**src/rtl/ucmp_pkg.sv**
```systemverilog
package ucmp_pkg;
  localparam int BYTE_W = 8;
  localparam int ADDR_W = 8;

  localparam logic [ADDR_W-1:0] OFS_MODE_LO = 8'h84;
  localparam logic [ADDR_W-1:0] OFS_MODE_HI = 8'h85;
  localparam logic [ADDR_W-1:0] OFS_COUNT   = 8'hA4;
  localparam logic [ADDR_W-1:0] OFS_CCM_A   = 8'hB4;
  localparam logic [ADDR_W-1:0] OFS_CCM_B   = 8'hB5;
  localparam logic [ADDR_W-1:0] OFS_CMP_A   = 8'hC4;
  localparam logic [ADDR_W-1:0] OFS_CMP_B   = 8'hD4;

  localparam logic [BYTE_W-1:0] LO_RSVD  = 8'h2C;
  localparam logic [BYTE_W-1:0] HI_RSVD  = 8'h07;
  localparam logic [BYTE_W-1:0] HI_RUN   = 8'h80;
  localparam logic [BYTE_W-1:0] HI_LOAD  = 8'h40;
  localparam int                RUN_BIT  = 7;

  typedef enum logic [2:0] {
    TGT_NONE, TGT_MODE_LO, TGT_MODE_HI, TGT_COUNT,
    TGT_CCM_A, TGT_CCM_B, TGT_CMP_A, TGT_CMP_B
  } target_e;

  function automatic target_e decode_tgt(input logic [ADDR_W-1:0] a);
    case (a)
      OFS_MODE_LO: decode_tgt = TGT_MODE_LO;
      OFS_MODE_HI: decode_tgt = TGT_MODE_HI;
      OFS_COUNT:   decode_tgt = TGT_COUNT;
      OFS_CCM_A:   decode_tgt = TGT_CCM_A;
      OFS_CCM_B:   decode_tgt = TGT_CCM_B;
      OFS_CMP_A:   decode_tgt = TGT_CMP_A;
      OFS_CMP_B:   decode_tgt = TGT_CMP_B;
      default:     decode_tgt = TGT_NONE;
    endcase
  endfunction

  function automatic logic lo_legal(input logic [BYTE_W-1:0] v);
    lo_legal = ((v & LO_RSVD) == '0);
  endfunction

  function automatic logic hi_legal(input logic [BYTE_W-1:0] v);
    hi_legal = ((v & HI_RSVD) == '0) && ((v & (HI_RUN | HI_LOAD)) != (HI_RUN | HI_LOAD));
  endfunction
endpackage

```
**src/rtl/ucmp_regs.sv**
```systemverilog
module ucmp_regs
  import ucmp_pkg::*;
#(
  parameter int W = 16
) (
  input  logic                clk,
  input  logic                rst_n,
  input  logic                wr_en,
  input  logic                wr_half,
  input  logic [ADDR_W-1:0]   addr,
  input  logic [W-1:0]        wdata,
  output logic [BYTE_W-1:0]   mode_lo,
  output logic [BYTE_W-1:0]   mode_hi,
  output logic [BYTE_W-1:0]   ccm_a,
  output logic [BYTE_W-1:0]   ccm_b,
  output logic [W-1:0]        cmp_a,
  output logic [W-1:0]        cmp_b,
  output logic                err,
  output logic                hi_wr,
  output logic [BYTE_W-1:0]   hi_val
);
  localparam int HALF_W = 2 * BYTE_W;

  target_e           tgt;
  logic [BYTE_W-1:0] lo_new, hi_new;
  logic              lo_we, hi_we, ccm_a_we, ccm_b_we, cmp_a_we, cmp_b_we;
  logic              accept;
  logic              err_d;
  logic [W-1:0]      cmp_a_d, cmp_b_d;

  always_comb begin
    tgt      = decode_tgt(addr);
    lo_new   = wdata[BYTE_W-1:0];
    hi_new   = (tgt == TGT_MODE_LO) ? wdata[HALF_W-1:BYTE_W] : wdata[BYTE_W-1:0];
    accept   = 1'b0;
    lo_we    = 1'b0;
    hi_we    = 1'b0;
    ccm_a_we = 1'b0;
    ccm_b_we = 1'b0;
    cmp_a_we = 1'b0;
    cmp_b_we = 1'b0;
    case (tgt)
      TGT_MODE_LO: begin
        if (wr_half) begin
          accept = lo_legal(lo_new) && hi_legal(hi_new);
          lo_we  = accept;
          hi_we  = accept;
        end else begin
          accept = lo_legal(lo_new);
          lo_we  = accept;
        end
      end
      TGT_MODE_HI: begin
        accept = !wr_half && hi_legal(hi_new);
        hi_we  = accept;
      end
      TGT_CCM_A: begin
        accept   = !wr_half;
        ccm_a_we = accept;
      end
      TGT_CCM_B: begin
        accept   = !wr_half;
        ccm_b_we = accept;
      end
      TGT_CMP_A: begin
        accept   = 1'b1;
        cmp_a_we = 1'b1;
      end
      TGT_CMP_B: begin
        accept   = 1'b1;
        cmp_b_we = 1'b1;
      end
      default: accept = 1'b0;
    endcase
    cmp_a_d = wr_half ? wdata : {cmp_a[W-1:BYTE_W], wdata[BYTE_W-1:0]};
    cmp_b_d = wr_half ? wdata : {cmp_b[W-1:BYTE_W], wdata[BYTE_W-1:0]};
    err_d   = err || (wr_en && !accept);
  end

  assign hi_wr  = wr_en && hi_we;
  assign hi_val = hi_new;

  always_ff @(posedge clk or negedge rst_n) begin
    if (!rst_n) begin
      mode_lo <= '0;
    end else if (wr_en && lo_we) begin
      mode_lo <= lo_new;
    end
  end

  always_ff @(posedge clk or negedge rst_n) begin
    if (!rst_n) begin
      mode_hi <= '0;
    end else if (wr_en && hi_we) begin
      mode_hi <= hi_new;
    end
  end

  always_ff @(posedge clk or negedge rst_n) begin
    if (!rst_n) begin
      ccm_a <= '0;
    end else if (wr_en && ccm_a_we) begin
      ccm_a <= wdata[BYTE_W-1:0];
    end
  end

  always_ff @(posedge clk or negedge rst_n) begin
    if (!rst_n) begin
      ccm_b <= '0;
    end else if (wr_en && ccm_b_we) begin
      ccm_b <= wdata[BYTE_W-1:0];
    end
  end

  always_ff @(posedge clk or negedge rst_n) begin
    if (!rst_n) begin
      cmp_a <= '0;
    end else if (wr_en && cmp_a_we) begin
      cmp_a <= cmp_a_d;
    end
  end

  always_ff @(posedge clk or negedge rst_n) begin
    if (!rst_n) begin
      cmp_b <= '0;
    end else if (wr_en && cmp_b_we) begin
      cmp_b <= cmp_b_d;
    end
  end

  always_ff @(posedge clk or negedge rst_n) begin
    if (!rst_n) begin
      err <= 1'b0;
    end else begin
      err <= err_d;
    end
  end
endmodule

```
**src/rtl/ucmp_counter.sv**
```systemverilog
module ucmp_counter #(
  parameter int W = 16
) (
  input  logic         clk,
  input  logic         rst_n,
  input  logic         restart,
  input  logic         run_next,
  input  logic         run,
  input  logic [W-1:0] cmp_a,
  input  logic [W-1:0] cmp_b,
  output logic [W-1:0] cnt,
  output logic         period_hit,
  output logic         match_a,
  output logic         match_b
);
  logic [W-1:0] per_q;
  logic [W-1:0] cnt_d, per_d;
  logic         cnt_en, per_en;

  always_comb begin
    period_hit = run && (cnt == per_q);
    match_a    = run && (cnt == cmp_a);
    match_b    = run && (cnt == cmp_b);
  end

  always_comb begin
    cnt_en = 1'b1;
    per_en = restart && run_next;
    per_d  = cmp_a;
    if (restart) begin
      cnt_d = '0;
    end else if (!run) begin
      cnt_d  = '0;
      cnt_en = (cnt != '0);
    end else if (period_hit) begin
      cnt_d = '0;
    end else begin
      cnt_d = cnt + 1'b1;
    end
  end

  always_ff @(posedge clk or negedge rst_n) begin
    if (!rst_n) begin
      cnt <= '0;
    end else if (cnt_en) begin
      cnt <= cnt_d;
    end
  end

  always_ff @(posedge clk or negedge rst_n) begin
    if (!rst_n) begin
      per_q <= '0;
    end else if (per_en) begin
      per_q <= per_d;
    end
  end
endmodule

```
**src/rtl/ucmp_rdmux.sv**
```systemverilog
module ucmp_rdmux
  import ucmp_pkg::*;
#(
  parameter int W = 16
) (
  input  logic [ADDR_W-1:0] addr,
  input  logic [BYTE_W-1:0] mode_lo,
  input  logic [BYTE_W-1:0] mode_hi,
  input  logic [BYTE_W-1:0] ccm_a,
  input  logic [BYTE_W-1:0] ccm_b,
  input  logic [W-1:0]      cmp_a,
  input  logic [W-1:0]      cmp_b,
  input  logic [W-1:0]      cnt,
  output logic [W-1:0]      rdata
);
  localparam int PAD_W = W - 2 * BYTE_W;

  always_comb begin
    case (decode_tgt(addr))
      TGT_MODE_LO: rdata = {{PAD_W{1'b0}}, mode_hi, mode_lo};
      TGT_MODE_HI: rdata = W'(mode_hi);
      TGT_COUNT:   rdata = cnt;
      TGT_CCM_A:   rdata = W'(ccm_a);
      TGT_CCM_B:   rdata = W'(ccm_b);
      TGT_CMP_A:   rdata = cmp_a;
      TGT_CMP_B:   rdata = cmp_b;
      default:     rdata = '0;
    endcase
  end
endmodule

```
**src/rtl/ucmp_timer.sv**
```systemverilog
module ucmp_timer
  import ucmp_pkg::*;
#(
  parameter int W        = 16,
  parameter int SYNC_LEN = 2
) (
  input  logic              clk,
  input  logic              rst_n,
  input  logic              wr_en,
  input  logic              wr_half,
  input  logic [ADDR_W-1:0] addr,
  input  logic [W-1:0]      wdata,
  output logic [W-1:0]      rdata,
  output logic              err_o,
  output logic              period_o,
  output logic              match_a_o,
  output logic              match_b_o
);
  logic [SYNC_LEN-1:0] rst_pipe;
  logic                rst_n_sync;
  logic [BYTE_W-1:0]   mode_lo, mode_hi, ccm_a, ccm_b, hi_val;
  logic [W-1:0]        cmp_a, cmp_b, cnt;
  logic                hi_wr, run, run_next, err;

  always_ff @(posedge clk or negedge rst_n) begin
    if (!rst_n) begin
      rst_pipe <= '0;
    end else begin
      rst_pipe <= {rst_pipe[SYNC_LEN-2:0], 1'b1};
    end
  end
  assign rst_n_sync = rst_pipe[SYNC_LEN-1];

  ucmp_regs #(.W(W)) u_regs (
    .clk     (clk),
    .rst_n   (rst_n_sync),
    .wr_en   (wr_en),
    .wr_half (wr_half),
    .addr    (addr),
    .wdata   (wdata),
    .mode_lo (mode_lo),
    .mode_hi (mode_hi),
    .ccm_a   (ccm_a),
    .ccm_b   (ccm_b),
    .cmp_a   (cmp_a),
    .cmp_b   (cmp_b),
    .err     (err),
    .hi_wr   (hi_wr),
    .hi_val  (hi_val)
  );

  assign run      = mode_hi[RUN_BIT];
  assign run_next = hi_val[RUN_BIT];

  ucmp_counter #(.W(W)) u_cnt (
    .clk        (clk),
    .rst_n      (rst_n_sync),
    .restart    (hi_wr),
    .run_next   (run_next),
    .run        (run),
    .cmp_a      (cmp_a),
    .cmp_b      (cmp_b),
    .cnt        (cnt),
    .period_hit (period_o),
    .match_a    (match_a_o),
    .match_b    (match_b_o)
  );

  ucmp_rdmux #(.W(W)) u_rd (
    .addr    (addr),
    .mode_lo (mode_lo),
    .mode_hi (mode_hi),
    .ccm_a   (ccm_a),
    .ccm_b   (ccm_b),
    .cmp_a   (cmp_a),
    .cmp_b   (cmp_b),
    .cnt     (cnt),
    .rdata   (rdata)
  );

  assign err_o = err;
endmodule

```
**config.mk**
```make
export PLATFORM = sky130hd
export DESIGN_NAME = ucmp_timer
export DESIGN_NICKNAME = d
export VERILOG_FILES = /design/src/rtl/ucmp_pkg.sv /design/src/rtl/ucmp_regs.sv /design/src/rtl/ucmp_counter.sv /design/src/rtl/ucmp_rdmux.sv /design/src/rtl/ucmp_timer.sv
export SDC_FILE = /design/constraint.sdc
export NUM_CORES = 1
export LEC_CHECK = 0
export ABC_AREA = 0
export CAP_MARGIN = 30
export CORE_MARGIN = 10
export CORE_UTILIZATION = 40
export CTS_CLUSTER_DIAMETER = 80
export CTS_CLUSTER_SIZE = 12
export DETAILED_ROUTE_END_ITERATION = 12
export SKIP_CTS_REPAIR_TIMING = 1
export SYNTH_ARGS = -nofsm -noshare
export SYNTH_HDL_FRONTEND = slang
export SYNTH_SLANG_ARGS = --single-unit
```
**constraint.sdc**
```tcl
create_clock -name clk -period 3.2 [get_ports clk]
set_input_delay 0.48 -clock clk [delete_from_list [all_inputs] [get_ports clk]]
set_output_delay 0.48 -clock clk [all_outputs]
set_load 0.1 [all_outputs]
```
==> results.yml <==
floorplanning:
  die_x_microns: 136
  boundaryPins: 48
  core_sq_um: 13200
  die_h_microns: 136
  initial_core_util_pct: 40.7
  dieArea_sq_um: 18500
  rows: 42
setup_path:
  crit_path_end_kind: "output port"
  worstPathCellList: "clkdlybuf4s50_1 > nor2_1 > nand2_1 > nor3b_1 > buf_4 > a22oi_1 > o211ai_1 > buf_12"
  critPathRequiredTime_ns: 2.72
  cp_slowest_stage_delay_ns: 0.56
  worstPathArrival_ns: 2.48
  crit_type: "primary input to output port"
  cp-start-kind: "primary input"
  cp_slowest_cell: "clkdlybuf4s50_1"
  worstPathMaxFanout: 11
sta:
  hold_violations: 0
  rsz0062_at_grt: "no"
  layout_min_cycle_time_ns: 2.96
  post-route-period-util_pct: 92.5
  slew_violations: 0
  setup_violations: 0
  max_slew_margin_pct: 44.6
  timing.hold.ws_ns: 0.282
  max_freq_mhz: 338
  fin_skew_ns: 0.00444
  worst_pin_slew_ns: 0.831
  setup_tns_ns: 0
pwr:
  peakVddDrop_mv: 0.288
  p_leak_nw: 3.16
  power-per-cell-area_nw_per_um2: 391
clock_network:
  clk_pin_slew_worst_paths_ns: 0.06
  cts.sinks: 99
  htree_num_levels: 3
  root_buffer: "clkbuf_16"
  cts_buffers: 9
  cts_tree: "yes"
  clkLatencyLatePin_ns: 0.35
  ctsLongestPathBuffers: 2
cells_and_area:
  layout_common_cells: "dfrtp_1, mux2_2, xor2_1"
  area_growth_syn_to_layout_pct: 21.2
  final_nets: 550
  n_antenna_cell: 0
  fill_cells: 1180
  final_common_cell: "dfrtp_1"
  drive_gt1_share_pct: 24.8
  finalNonFillerCells: 700
  multiInputGateArea_sq_um: 2750
  regArea_sq_um: 2480
global_route:
  grt_pass1_wl_mm: 23.6
  track_usage_pct: 16.7
  overflow: 0
  antenna_found_initial: 0
  grt_pass1_vias: 4065
  grt_max_degree: 65
logic_synthesis:
  ys_seq_area_share_pct: 46.2
  async_flop_share_pct: 100
  syn_nets: 509
  synth_warnings: 0
  synth_ff_type: "dfrtp_1"
  synth_edf_count: 0
  synth.avg_cell_area_sq_um: 11.2
  ys_types: 48
  netlist_area_sq_um: 5370
  synthCells: 479
  ys_seq_elements: 99
detailed_routing:
  ant_nets: 0
  vias: 3851
  drtIter0Drc: 377
  routed_wl_mm: 14.8
  dr.pass1.iters: 4
  viasPerCell: 5.50
  route.detailed.drc: 0
  post_drt_wl_per_cell_microns: 21.1
hold_path:
  hp-class: "primary input to asynchronous set/reset pin"
placed_design:
  numPortBuffers: 47
  gp_congestion: 0.887
  hpwlAfterDp_mm: 11.0
  placed_cells: 685
flow_run:
  max_cap_viol_count: 0
run_status:
  status: "complete, no violations"
-- layout make-up --
| cell class | count | share of cell area [%] |
|---|---|---|
| clock inverter | 2 | 0.577 |
| multi-input combinational | 342 | 42.2 |
| timing repair buffer | 65 | 11.8 |
| inverter | 3 | 0.173 |
| sequential | 99 | 38.1 |
| clock buffer | 13 | 3.69 |
| tap | 176 | 3.39 |
-- synthesized netlist by cell type (2+ instances only) --
| cell type | count | area (sq um) |
|---|---|---|
| ha_1 | 2 | 25.0 |
| nand3_1 | 12 | 60.1 |
| o211ai_1 | 4 | 30.0 |
| a21oi_1 | 2 | 10.0 |
| nor3b_1 | 3 | 22.5 |
| o221ai_1 | 4 | 35.0 |
| and2_1 | 4 | 25.0 |
| xnor2_1 | 4 | 35.0 |
| buf_2 | 6 | 30.0 |
| mux2_2 | 60 | 676 |
| or3_1 | 2 | 12.5 |
| mux2i_1 | 26 | 260 |
| nor3_1 | 8 | 40.0 |
| nor4_1 | 13 | 81.3 |
| nand2b_1 | 3 | 18.8 |
| nor2_1 | 23 | 86.3 |
| a22oi_1 | 19 | 143 |
| nand4_1 | 5 | 31.3 |
| xor2_1 | 58 | 508 |
| and4_1 | 4 | 35.0 |
| nand2_1 | 32 | 120 |
| dfrtp_1 | 99 | 2480 |
| o21ai_0 | 18 | 90.1 |
| nor2b_1 | 4 | 25.0 |
| inv_1 | 3 | 11.3 |
| mux2_4 | 9 | 135 |
| a21boi_0 | 2 | 15.0 |
| and3_1 | 5 | 31.3 |
| clkbuf_1 | 26 | 97.6 |
-- layer usage --
metal / wire length (microns) / up-vias / global-route usage [%] / part of all wire (%)
met5: 0 / - / 0 / 0
met4: 194 / 0 / 4.84 / 1.3
met3: 815 / 14 / 4.87 / 5.5
met2: 6920 / 114 / 26.0 / 47
met1: 6870 / 1944 / 22.1 / 46
li1: - / 1779 / - / -
-- sequential cells by signal (all words and copies together), names as in the netlist --
name            flops
u_regs.ccm_b        8
u_regs.mode_lo      8
u_regs.mode_hi      8
u_regs.cmp_a       16
u_regs.cmp_b       16
u_regs.ccm_a        8
u_cnt.per_q        16
u_regs.err          1
rst_pipe            2
u_cnt.cnt          16
-- stage by stage --
step                power, mW  setup slack (ns)  instance area (sq um)  util, %
detailed placement       1.51             0.217                   6230     47.2
finish                   2.54             0.239                   6500     49.3
global route             2.64            0.0878                   6500     49.3
CTS                      2.58             0.228                   6500     49.3
global placement         1.51             0.257                   6230     47.2
floorplan                1.42            -0.399                   5400        -
-- report_power, final --
| part | switching, mW | leakage (nW) | internal, mW |
|---|---|---|---|
| Combinational | 0.0862 | 1.67 | 0.0841 |
| Sequential | 0.0403 | 1.37 | 1.27 |
| Clock | 0.454 | 0.130 | 0.603 |
-- critical path: cells and delay by family --
kind	cells	cell delay [ns]
AOI/OAI and AO/OA	2	0.35
buffers and inverters	3	1.02
and+or+nand+nor	3	0.62
-- final timing paths --
kind / start / endpoint / slack, ns / cells past startpoint
worst max-delay path: addr[0] / rdata[7] / 0.24 / 8
worst min-delay path: rst_n / rst_pipe[1] / 0.28 / 1
worst max register to register: u_cnt.cnt[3] / u_cnt.cnt[3] / 1.00 / 5
worst min register to register: rst_pipe[0] / rst_pipe[1] / 0.35 / 0
max in group asynchronous: rst_pipe[1] / u_regs.mode_hi[5] / 1.97 / 1
min in group clk: rst_pipe[0] / rst_pipe[1] / 0.35 / 0
-- kinds of logic after synthesis --
| group | after synthesis | synth area share [%] |
|---|---|---|
| and+or+nand+nor | 125 | 12.3 |
| DFF | 99 | 46.2 |
| muxes | 95 | 20.0 |
| xor gates and xnor gates | 62 | 10.1 |
| AOI/OAI and AO/OA | 57 | 7.76 |
| buffers and inverters | 38 | 3.17 |
| adders and majority gates | 2 | 0.466 |
| other | 1 | 0.0699 |
No activity file was read; power rests on OpenSTA's default activity.
